--- config.mk ---
export PLATFORM = sky130hd
export DESIGN_NAME = dram_ctl
export DESIGN_NICKNAME = d
export VERILOG_FILES = /design/src/rtl/dram_pkg.sv /design/src/rtl/dram_ref_timer.sv /design/src/rtl/dram_addr_mux.sv /design/src/rtl/dram_ctl.sv
export SDC_FILE = /design/constraint.sdc
export NUM_CORES = 1
export LEC_CHECK = 0
export BUFFER_PORTS_ARGS = -buffer_cell sky130_fd_sc_hd__clkbuf_2
export CAP_MARGIN = 5
export CORE_ASPECT_RATIO = 0.8
export CORE_MARGIN = 5
export CORE_UTILIZATION = 44
export DETAILED_ROUTE_END_ITERATION = 10
export HOLD_SLACK_MARGIN = 0.08
export PLACE_DENSITY = 0.72
export SLEW_MARGIN = 40
export SYNTH_ARGS = -nofsm -noshare
export SYNTH_HDL_FRONTEND = slang
export SYNTH_SLANG_ARGS = --single-unit
--- constraint.sdc ---
create_clock -name clk -period 2.4 [get_ports clk]
set_input_delay 0.6 -clock clk [delete_from_list [all_inputs] [get_ports clk]]
set_output_delay 0.6 -clock clk [all_outputs]
set_load 0.01 [all_outputs]
--- src/rtl/dram_pkg.sv ---
package dram_pkg;

    typedef enum logic [2:0] {
        ST_IDLE,
        ST_ROW,
        ST_COL,
        ST_DATA,
        ST_PRE,
        ST_REF,
        ST_REFPRE
    } dram_st_e;

    typedef enum logic [1:0] {
        PIN_ROW,
        PIN_COL,
        PIN_REF,
        PIN_NONE
    } pin_src_e;

endpackage

--- src/rtl/dram_ref_timer.sv ---
module dram_ref_timer #(
    parameter int INTERVAL = 64,
    parameter int ROW_W    = 7
) (
    input  logic             clk,
    input  logic             rst_n,
    input  logic             enable,
    input  logic             take,
    input  logic             advance,
    output logic             pend,
    output logic [ROW_W-1:0] ref_row
);
    localparam int CW = (INTERVAL > 2) ? $clog2(INTERVAL) : 1;

    typedef struct packed {
        logic [CW-1:0]    cnt;
        logic             pend;
        logic [ROW_W-1:0] row;
    } tmr_t;

    tmr_t tmr_q, tmr_d;

    always_comb begin
        tmr_d = tmr_q;
        if (take) begin
            tmr_d.pend = 1'b0;
        end
        if (advance) begin
            tmr_d.row = tmr_q.row + 1'b1;
        end
        if (!enable) begin
            tmr_d.cnt  = '0;
            tmr_d.pend = 1'b0;
        end else if (tmr_q.cnt == CW'(INTERVAL - 1)) begin
            tmr_d.cnt  = '0;
            tmr_d.pend = 1'b1;
        end else begin
            tmr_d.cnt = tmr_q.cnt + 1'b1;
        end
    end

    always_ff @(posedge clk or negedge rst_n) begin
        if (!rst_n) begin
            tmr_q <= '0;
        end else begin
            tmr_q <= tmr_d;
        end
    end

    assign pend    = tmr_q.pend;
    assign ref_row = tmr_q.row;

endmodule

--- src/rtl/dram_addr_mux.sv ---
module dram_addr_mux
    import dram_pkg::*;
#(
    parameter int ROW_W = 7,
    parameter int COL_W = 7,
    parameter int PIN_W = 7
) (
    input  pin_src_e         src,
    input  logic [ROW_W-1:0] row,
    input  logic [COL_W-1:0] col,
    input  logic [ROW_W-1:0] ref_row,
    output logic [PIN_W-1:0] pins
);
    always_comb begin
        unique case (src)
            PIN_ROW: pins = PIN_W'(row);
            PIN_COL: pins = PIN_W'(col);
            PIN_REF: pins = PIN_W'(ref_row);
            default: pins = '0;
        endcase
    end

endmodule

--- src/rtl/dram_ctl.sv ---
module dram_ctl
    import dram_pkg::*;
#(
    parameter int ROW_W        = 7,
    parameter int COL_W        = 7,
    parameter int REF_INTERVAL = 64,
    parameter int REF_CYC      = 2,
    parameter int PRE_CYC      = 1
) (
    input  logic                     clk,
    input  logic                     rst_n,
    input  logic                     sel,
    input  logic                     rd_req,
    input  logic                     wr_req,
    input  logic [ROW_W+COL_W-1:0]   addr,
    input  logic                     auto_ref,
    output logic [((ROW_W > COL_W) ? ROW_W : COL_W)-1:0] ram_addr,
    output logic                     ras_n,
    output logic                     cas_n,
    output logic                     we_n,
    output logic                     early_ack_n,
    output logic                     late_ack_n
);
    localparam int ADDR_W  = ROW_W + COL_W;
    localparam int PIN_W   = (ROW_W > COL_W) ? ROW_W : COL_W;
    localparam int CNT_MAX = (REF_CYC > PRE_CYC) ? REF_CYC : PRE_CYC;
    localparam int CNT_W   = $clog2(CNT_MAX + 1);

    typedef struct packed {
        dram_st_e         st;
        logic [CNT_W-1:0] cnt;
        logic [ROW_W-1:0] row;
        logic [COL_W-1:0] col;
        logic             wr;
        logic             held;
        logic             after_acc;
    } ctl_t;

    ctl_t q, d;

    logic             req;
    logic             ref_pend;
    logic             ref_take;
    logic             ref_adv;
    logic [ROW_W-1:0] ref_row;
    pin_src_e         pin_src;

    assign req = sel && (rd_req || wr_req);

    always_comb begin
        d        = q;
        ref_take = 1'b0;
        ref_adv  = 1'b0;
        unique case (q.st)
            ST_IDLE: begin
                d.after_acc = 1'b0;
                if (req && !(ref_pend && q.after_acc)) begin
                    d.st  = ST_ROW;
                    d.row = addr[ROW_W-1:0];
                    d.col = addr[ADDR_W-1:ROW_W];
                    d.wr  = wr_req;
                end else if (ref_pend) begin
                    d.st     = ST_REF;
                    d.cnt    = '0;
                    ref_take = 1'b1;
                end
            end
            ST_ROW: begin
                d.st = ST_COL;
            end
            ST_COL: begin
                d.st = ST_DATA;
            end
            ST_DATA: begin
                if (!req) begin
                    d.st  = ST_PRE;
                    d.cnt = '0;
                end
            end
            ST_PRE: begin
                if (q.cnt == CNT_W'(PRE_CYC - 1)) begin
                    d.st        = ST_IDLE;
                    d.after_acc = 1'b1;
                    d.held      = 1'b0;
                    d.wr        = 1'b0;
                end else begin
                    d.cnt = q.cnt + 1'b1;
                end
            end
            ST_REF: begin
                if (req) begin
                    d.held = 1'b1;
                end
                if (q.cnt == CNT_W'(REF_CYC - 1)) begin
                    d.st    = ST_REFPRE;
                    d.cnt   = '0;
                    ref_adv = 1'b1;
                end else begin
                    d.cnt = q.cnt + 1'b1;
                end
            end
            ST_REFPRE: begin
                if (q.cnt == CNT_W'(PRE_CYC - 1)) begin
                    d.st = ST_IDLE;
                end else begin
                    d.cnt = q.cnt + 1'b1;
                end
            end
            default: begin
                d.st = ST_IDLE;
            end
        endcase
    end

    always_ff @(posedge clk or negedge rst_n) begin
        if (!rst_n) begin
            q    <= '0;
            q.st <= ST_IDLE;
        end else begin
            q <= d;
        end
    end

    dram_ref_timer #(
        .INTERVAL (REF_INTERVAL),
        .ROW_W    (ROW_W)
    ) u_timer (
        .clk     (clk),
        .rst_n   (rst_n),
        .enable  (auto_ref),
        .take    (ref_take),
        .advance (ref_adv),
        .pend    (ref_pend),
        .ref_row (ref_row)
    );

    always_comb begin
        unique case (q.st)
            ST_ROW:           pin_src = PIN_ROW;
            ST_COL, ST_DATA:  pin_src = PIN_COL;
            ST_REF:           pin_src = PIN_REF;
            default:          pin_src = PIN_NONE;
        endcase
    end

    dram_addr_mux #(
        .ROW_W (ROW_W),
        .COL_W (COL_W),
        .PIN_W (PIN_W)
    ) u_mux (
        .src     (pin_src),
        .row     (q.row),
        .col     (q.col),
        .ref_row (ref_row),
        .pins    (ram_addr)
    );

    assign ras_n = !(q.st inside {ST_ROW, ST_COL, ST_DATA, ST_REF});
    assign cas_n = !(q.st inside {ST_COL, ST_DATA});
    assign we_n  = !(q.wr && (q.st inside {ST_ROW, ST_COL}));
    assign late_ack_n  = (q.st != ST_DATA);
    assign early_ack_n = !((q.st == ST_DATA) ||
                           (!q.held && (q.st inside {ST_ROW, ST_COL})));

endmodule

Yosys cells after proc, flatten, opt, wreduce, memory -nomap -nowiden
Cells that the tools add are included.
{"block": "word_totals", "ff_bits": 36, "input_bits": 20, "output_inout_bits": 12, "word_cells": 92}
{"block": "classes", "n_addsub": 3, "n_eq_ne": 22, "mux": 27, "reduce_logical": 30}
{"op": "$pmux 7 s3", "n": 1}
{"op": "$pmux 3 s6", "n": 1}
{"op": "$ne 2x2->1 const B", "n": 7}
{"op": "$mux 3", "n": 4}
{"op": "$mux 5", "n": 2}
{"op": "$eq 3x3->1 const B", "n": 3}
{"op": "$mux 1", "n": 9}
{"op": "$pmux 2 s4", "n": 1}
{"op": "$reduce_bool 2->1", "n": 4}
{"op": "$reduce_bool 4->1", "n": 2}
{"op": "$add 7x1->7 const B", "n": 1}
{"op": "$mux 7", "n": 1}
{"op": "$add 6x1->6 const B", "n": 1}
{"op": "$eq 3x2->1 const B", "n": 2}
{"op": "$eq 6x6->1 const B", "n": 1}
{"op": "$logic_not 1->1", "n": 6}
{"op": "$mux 2", "n": 3}
{"op": "$mux 6", "n": 1}
{"op": "$ne 3x2->1 const B", "n": 2}
{"op": "$pmux 1 s2", "n": 3}
{"op": "$pmux 2 s3", "n": 1}
{"op": "$reduce_and 3->1", "n": 2}
{"op": "$logic_and 1x1->1", "n": 5}
{"op": "$reduce_and 5->1", "n": 1}
{"op": "other kinds (12)", "n": 18}

Depth between registers and ports, before layout
Gate-level depths: netlist of run 1.
{"block": "logic_depth", "word_depth": 8, "depth_mapped": 5, "ltp_nobuf": 5}

Cells and area by module
Synthesis of run 1 repeated with hierarchy kept, for this count alone.
{"block": "unflattened", "hier_cells": 176, "hier_area_um2": 2042.0}
{"mod": "dram_ctl", "instances": 1, "cells_each": 101, "area_per_inst_um2": 1202.4, "seq_area_each_um2": 550.5}
{"mod": "dram_ref_timer", "instances": 1, "cells_each": 57, "area_per_inst_um2": 641.9, "seq_area_each_um2": 350.3}
{"mod": "dram_addr_mux", "instances": 1, "cells_each": 18, "area_per_inst_um2": 197.7, "seq_area_each_um2": 0.0}

Worst setup path after synthesis of run 1
Ideal clock, no wire load.
{"block": "synth_path", "path_kind": "reg2out", "startpoint": "register q[19] (netlist name)", "endpoint": "output port ram_addr[0] (netlist name)", "t_arrival_ns": 1.215, "setup_slack_ns": 0.585, "stages_incl_launch_ff": 6, "path_cell_list": "dfrtp_1 > buf_2 > nor2b_1 > clkbuf_1 > a22oi_1 > o21ai_0"}
{"block": "synth_via", "elab_chain_cells": 5, "word_cells_on_any_way": 10, "cone_classes": "eq/ne (6); mux (2); reduce/logical (2)"}
{"element": "start, declared", "line_no": "dram_ctl.sv:39", "rtl": "ctl_t q, d;"}
{"element": "$eq 3x2->1", "line_no": "dram_ctl.sv:138", "rtl": "unique case (q.st)"}
{"element": "$reduce_or 2->1", "line_no": "dram_ctl.sv:138"}
{"element": "$pmux 2 s3 *", "line_no": "dram_ctl.sv:138"}
{"element": "$eq 2x2->1 (tied with other cells)", "line_no": "dram_addr_mux.sv:15", "rtl": "unique case (src)"}
{"element": "$pmux 7 s3 *", "line_no": "dram_addr_mux.sv:15"}
{"element": "end, declared", "line_no": "dram_ctl.sv:17", "rtl": "output logic [((ROW_W > COL_W) ? ROW_W : COL_W)-1:0] ram_addr,"}
Every way passes the cells marked *; elsewhere a longest branch is shown, timed or not.

Worst setup path in the final report of run 1
{"block": "layout_path", "startpoint": "register q[20] (netlist name)", "endpoint": "output port ram_addr[4] (netlist name)"}
Same word-level chain as after synthesis.

==> metrics.md, run 1 <==
| Metric | Value |
|---|---|
| Status | `finished, final reports clean` |
| Post-CTS setup buffers | `0` |
| Static Leak | `approximately 1.1 nW` |
| Reg clk slew, reported paths | `roughly 0.07 ns` |
| Largest net degree at the start of global routing | `18` |
| Clock Latency Late Sink | `~0.28 ns` |
| CP max FO | `10` |
| TritonCTS clock tree | `yes` |
| Core area | `around 4200 sq um` |
| Die ar. | `between 5000 and 6000 sq um` |
| # rows | `21` |
| Total global-route track usage | `0.140` |
| Synth Register Bits | `36` |
| Worst-margin pin slew | `0.359 ns` |
| # IOs | `32` |
| Die X | `approximately 84 um` |
| Ys Warns | `0` |
| # DRC | `0` |
| Max-cap violations | `0` |
| Post-synth top flop | `dfrtp_1` |
| DR vias/cell | `5.15` |
| GR Overflow Total | `0` |
| Post-route clock skew | `0.00781 ns` |
| First-pass GRT wire length | `around 6700 um` |
| Tcrit/Tclk final | `0.923` |
| Design Power | `~2.7 mW` |
| Area Growth Syn to Fin | `17.9%` |
| Min-Delay Path Class | `in -> async` |
| Total power divided by cell area | `1180 nW/um^2` |
| DP Wirelength | `2850 um` |
| Gates resized, CTS repair | `0` |
| Starting density of the core | `0.459` |
| Num CTS Buffers | `5` |
| Final ANT Viol Nets | `0` |
| Maximum clock insertion buffer count | `2` |
| Post-synth EDFFs | `0` |
| Share of layout cells above drive strength 1 | `0.302` |
| Initial antenna violation count | `0` |
| CP endpoint kind | `output pin` |
| Final setup fails | `0` |
| Tmin final | `~2.2 ns` |
| Crit path arrival time | `approximately 1.6 ns` |
| Routability Congestion | `~0.8` |
| CTS Hold Bufs | `0` |
| Crit path launch type | `flip-flop` |
| RSZ-0062 raised after global routing | `no` |
| Via count | `about 1400` |
| Drt wl/cell | `14.3 um` |
| Slew Limit Fails | `0` |
| CP required | `1.80 ns` |
| Register area share after synthesis | `0.467` |
| WS Path Type | `reg -> out` |
| Maximum level of the CTS H-tree | `2` |
| Syn_area_per_cell | `between 10 and 15 sq um` |
| R2R cell count | `4` |
| Setup_tns | `0 ns` |
| Netlist Area Pre-Place | `around 1900 sq um` |
| Peak supply drop | `0.762 mV` |
| Clk root buf | `clkbuf_8` |
| Fin. Hold Viols | `0` |
| Total nets after synthesis | `slightly above 200` |
| Chip Height | `between 60 and 70 um` |
| Antenna fix cells | `0` |
| Post-Synthesis Cells | `~180` |
| Drt initial violations | `about 110` |
| Synth unique cells | `43` |
| TritonCTS Sinks | `36` |
| Final wirelength | `3900 um` |
| Max Fclk | `approximately 0.45 GHz` |
| Vias in the first global route | `between 1000 and 1500` |
| Post-synth ARST share | `1.00` |
| Number of I/O port buffers | `31` |
| Layout Nets | `roughly 240` |
| TritonRoute pass-1 iters | `4` |
| Slew headroom | `0.761` |
## critical path: stages (launching register included)
cell,delay [ns]
dfrtp_1,0.50
and3b_1,0.47
nand2_1,0.13
o21ai_0,0.09
clkbuf_2,0.15
## path summary, 6_finish.rpt
path | endpoint | start | slack (ns)
min in group clk | u_timer.ref_row[3]$_DFFE_PN0P_ | u_timer.ref_row[3]$_DFFE_PN0P_ | 0.48
max | ram_addr[4] | q[20]$_DFFE_PN0P_ | 0.18
max reg2reg | q[7]$_DFFE_PN0P_ | q[20]$_DFFE_PN0P_ | 0.57
min | q[1]$_DFFE_PN0P_ | rst_n | 0.19
max in group asynchronous | q[14]$_DFFE_PN0P_ | rst_n | 1.71
min reg2reg | u_timer.ref_row[3]$_DFFE_PN0P_ | u_timer.ref_row[3]$_DFFE_PN0P_ | 0.48
## layer usage
layer  GRT usage  wire [um]  share of wire  vias to the layer above
li1            -          -              -                      705
met1       0.213       2040           0.52                      656
met2       0.193       1590           0.41                       38
met3      0.0451        268          0.069                        2
met4      0.0268         11         0.0028                        0
met5           0          0              0                        -
## cell usage in the layout (no fill, tap or decap), drive strengths merged, types with 6 or more instances in the layout
cell type and count:
a22oi 7, xnor2 9, buf 6, nor2 9, o21ai 12, clkbuf 38, dfrtp 36, inv 10
nand2 14, mux2 15, nand3 7
## where the power goes
| group | internal (mW) | switching, mW |
|---|---|---|
| clock network | 0.366 | 0.205 |
| logic | 0.558 | 0.577 |
| registers | 0.801 | 0.166 |
## synth_stat cells, drive strengths merged, types with 2 or more instances
master / count / area share
nand2: 14 / 0.027
a22oi: 7 / 0.027
o21ai: 12 / 0.031
o211ai: 4 / 0.016
nor3: 2 / 0.011
xnor2: 9 / 0.041
nand3b: 2 / 0.0078
and3: 5 / 0.016
clkbuf: 2 / 0.0039
xor2: 2 / 0.0091
mux2: 15 / 0.11
a21boi: 2 / 0.0078
nor2: 9 / 0.018
a31oi: 2 / 0.0065
nor2b: 2 / 0.0065
a21oi: 5 / 0.013
ha: 5 / 0.032
or3b: 2 / 0.0091
or3: 2 / 0.0065
nand4: 2 / 0.0065
buf: 7 / 0.025
dfrtp: 36 / 0.47
inv: 10 / 0.019
nand3: 7 / 0.025
## kinds of logic (layout without fill, tap and decap cells)
kind of cell	Yosys count	count (layout)	synth area share
DFF	36	36	0.467
xor gates and xnor gates	11	11	0.0499
AOI/OAI and AO/OA	41	41	0.141
adders and majority gates	5	5	0.0324
and+or+nand+nor	51	51	0.150
muxes	16	16	0.112
buffers and inverters	19	55	0.0480
## layout make-up
cell class                 count  area [sq um]
fill                         395          1930
multi-input combinational    124           938
sequential                    36           901
timing repair buffer          37           200
clock buffer                   7          96.3
tap                           57          71.3
inverter                      10          37.5
clock inverter                 1          30.0
## state kept, by name, indices dropped and copies added, names as in the netlist
register and flops:
q 22, u_timer.pend 1, u_timer.ref_row 7, u_timer.tmr_q 6
## through the flow
stage / worst slack [ns] / utilization / area (sq um) / std cells / hold WS (ns)
floorplan: 0.585 / - / 1930 / 179 / 0.304
global placement: 0.488 / 0.510 / 2150 / 264 / 0.473
detailed placement: 0.459 / 0.510 / 2150 / 264 / 0.472
CTS: 0.134 / 0.540 / 2270 / 272 / 0.185
global route: 0.0676 / 0.541 / 2270 / 272 / 0.200
finish: 0.185 / 0.541 / 2270 / 272 / 0.192
Note: power is estimated with default switching activity, not from simulation.
==> run 2: changes to the inputs <==
PLACE_DENSITY = 0.74   (was 0.72)
clock period = 2 ns   (was 2.4 ns; I/O delays follow)
==> run 2 against run 1 <==
- die area did not move
- critical path type unchanged
- sequential share of layout area down 0.15 points
- routed wire length shrank 1.3%
==> metrics.md, run 2 (synthesis results as in run 1) <==
| Metric | Value |
|---|---|
| TritonCTS Sinks | `36` |
| Chip Height | `a little under 70 um` |
| Hold slack final | `0.246 ns` |
| Drt initial violations | `80` |
| Most frequent cells in the layout | `dfrtp_1 (36), clkbuf_2 (31), nand2_1 (14)` |
| Post-CTS setup buffers | `0` |
| RSZ-0062 raised after global routing | `no` |
| Multi-input logic area | `~940 sq um` |
| # IOs | `32` |
| Crit path arrival time | `about 1.4 ns` |
| DR vias/cell | `a little over 5` |
| Share of layout cells above drive strength 1 | `0.310` |
| Die X | `between 80 and 90 um` |
| Slew headroom | `0.705` |
| Tmin final | `between 1.5 and 2 ns` |
| Max Fclk | `~0.52 GHz` |
| Setup_tns | `0 ns` |
| CP endpoint kind | `output pin` |
| Antenna fix cells | `0` |
| Crit path launch type | `flip-flop` |
| WP buf/inv | `2` |
| CP max FO | `8` |
| Flop2flop setup slack | `~0.29 ns` |
| GR Overflow Total | `0` |
| Status | `finished, final reports clean` |
| Final ANT Viol Nets | `0` |
| Largest net degree at the start of global routing | `37` |
| Clock Latency Late Sink | `0.28 ns` |
| Min-Delay Path Class | `in -> async` |
| Reg clk slew, reported paths | `0.07 ns` |
| Critical path's slowest cell | `dfrtp_1` |
| Crit path largest cell delay | `roughly 0.42 ns` |
| Fin. Hold Viols | `0` |
| Drt wl/cell | `around 14 um` |
| Layout Nets | `240` |
| Sequential cell area | `between 900 and 1000 sq um` |
| WS Path Type | `reg -> out` |
| Maximum clock insertion buffer count | `2` |
| Post-route clock skew | `about 0.0042 ns` |
| # fillers | `~380` |
| Slew Limit Fails | `0` |
| Max FFs per register | `22` |
| First-pass GRT wire length | `6650 um` |
| Core Util, Final | `0.543` |
| Gates resized, CTS repair | `0` |
| Final worst setup slack | `~0.086 ns` |
| Vias in the first global route | `between 1000 and 1500` |
| Worst-margin pin slew | `about 0.44 ns` |
| Number of I/O port buffers | `31` |
| Finished Layout Cells | `approximately 270` |
| DP Wirelength | `between 2000 and 3000 um` |
| CP required | `1.50 ns` |
| Pre-CTS setup slack | `between 0.2 and 0.3 ns` |
| Top reg by flops | `q` |
| Most common cell after layout, fill and taps aside | `dfrtp_1` |
| CTS Hold Bufs | `0` |
| Peak supply drop | `approximately 0.75 mV` |
| Via count | `1419` |
| Num CTS Buffers | `5` |
| Final setup fails | `0` |
| Total global-route track usage | `0.139` |
| # rows | `21` |
| Starting density of the core | `0.459` |
| Max-cap violations | `0` |
| Static Leak | `around 1.1 nW` |
| Design Power | `3.22 mW` |
| TritonCTS clock tree | `yes` |
| Tcrit/Tclk final | `0.957` |
| Final wirelength | `3850 um` |
| Maximum level of the CTS H-tree | `2` |
| Die ar. | `5820 sq um` |
| Clk root buf | `clkbuf_8` |
| Initial antenna violation count | `0` |
| Routability Congestion | `0.791` |
| # DRC | `0` |
| Post-Layout Inst Area | `~2300 sq um` |
| DP Cell Count | `between 200 and 300` |
| Area Growth Syn to Fin | `18.4%` |
| Total power divided by cell area | `between 1000 and 1500 nW/um^2` |
| Delay-heaviest family, CP | `flip-flops` |
| Crit path cell chain | `nor2b_1 -> buf_4 -> a22oi_1 -> o21ai_1 -> clkbuf_2` |
| Placed Area | `between 2000 and 2500 sq um` |
| Core area | `about 4200 sq um` |
| TritonRoute pass-1 iters | `4` |
## run 2: metal layers
metal	wire length, um	track usage
met4	31	0.0357
met2	1700	0.203
met3	224	0.0428
met1	1900	0.200
met5	0	0
## run 2: final cells by class
class	instances	share of cell area
repair buffers	38	0.0910
flip-flops and latches	36	0.395
inverters	10	0.0164
clock buffers	7	0.0422
well taps	57	0.0312
clock inverters	1	0.0132
multi-input cells	124	0.412
## run 2: where the power goes
| group | internal (mW) | leakage [nW] | switching, mW |
|---|---|---|---|
| clock network | 0.440 | 0.0645 | 0.242 |
| registers | 0.962 | 0.458 | 0.178 |
| logic | 0.687 | 0.558 | 0.711 |
## run 2: worst paths after layout
check                                                     from                              to  cells past startpoint
worst max-delay path                         q[19]$_DFFE_PN0P_                     ram_addr[5]                      5
worst min-delay path                                     rst_n                q[1]$_DFFE_PN0P_                      2
worst max register to register               q[21]$_DFFE_PN0P_               q[12]$_DFFE_PN0P_                      4
max in group asynchronous                                rst_n               q[21]$_DFFE_PN0P_                      2
min in group clk                                       addr[4]               q[14]$_DFFE_PN0P_                      2
worst min register to register  u_timer.ref_row[6]$_DFFE_PN0P_  u_timer.ref_row[6]$_DFFE_PN0P_                      1
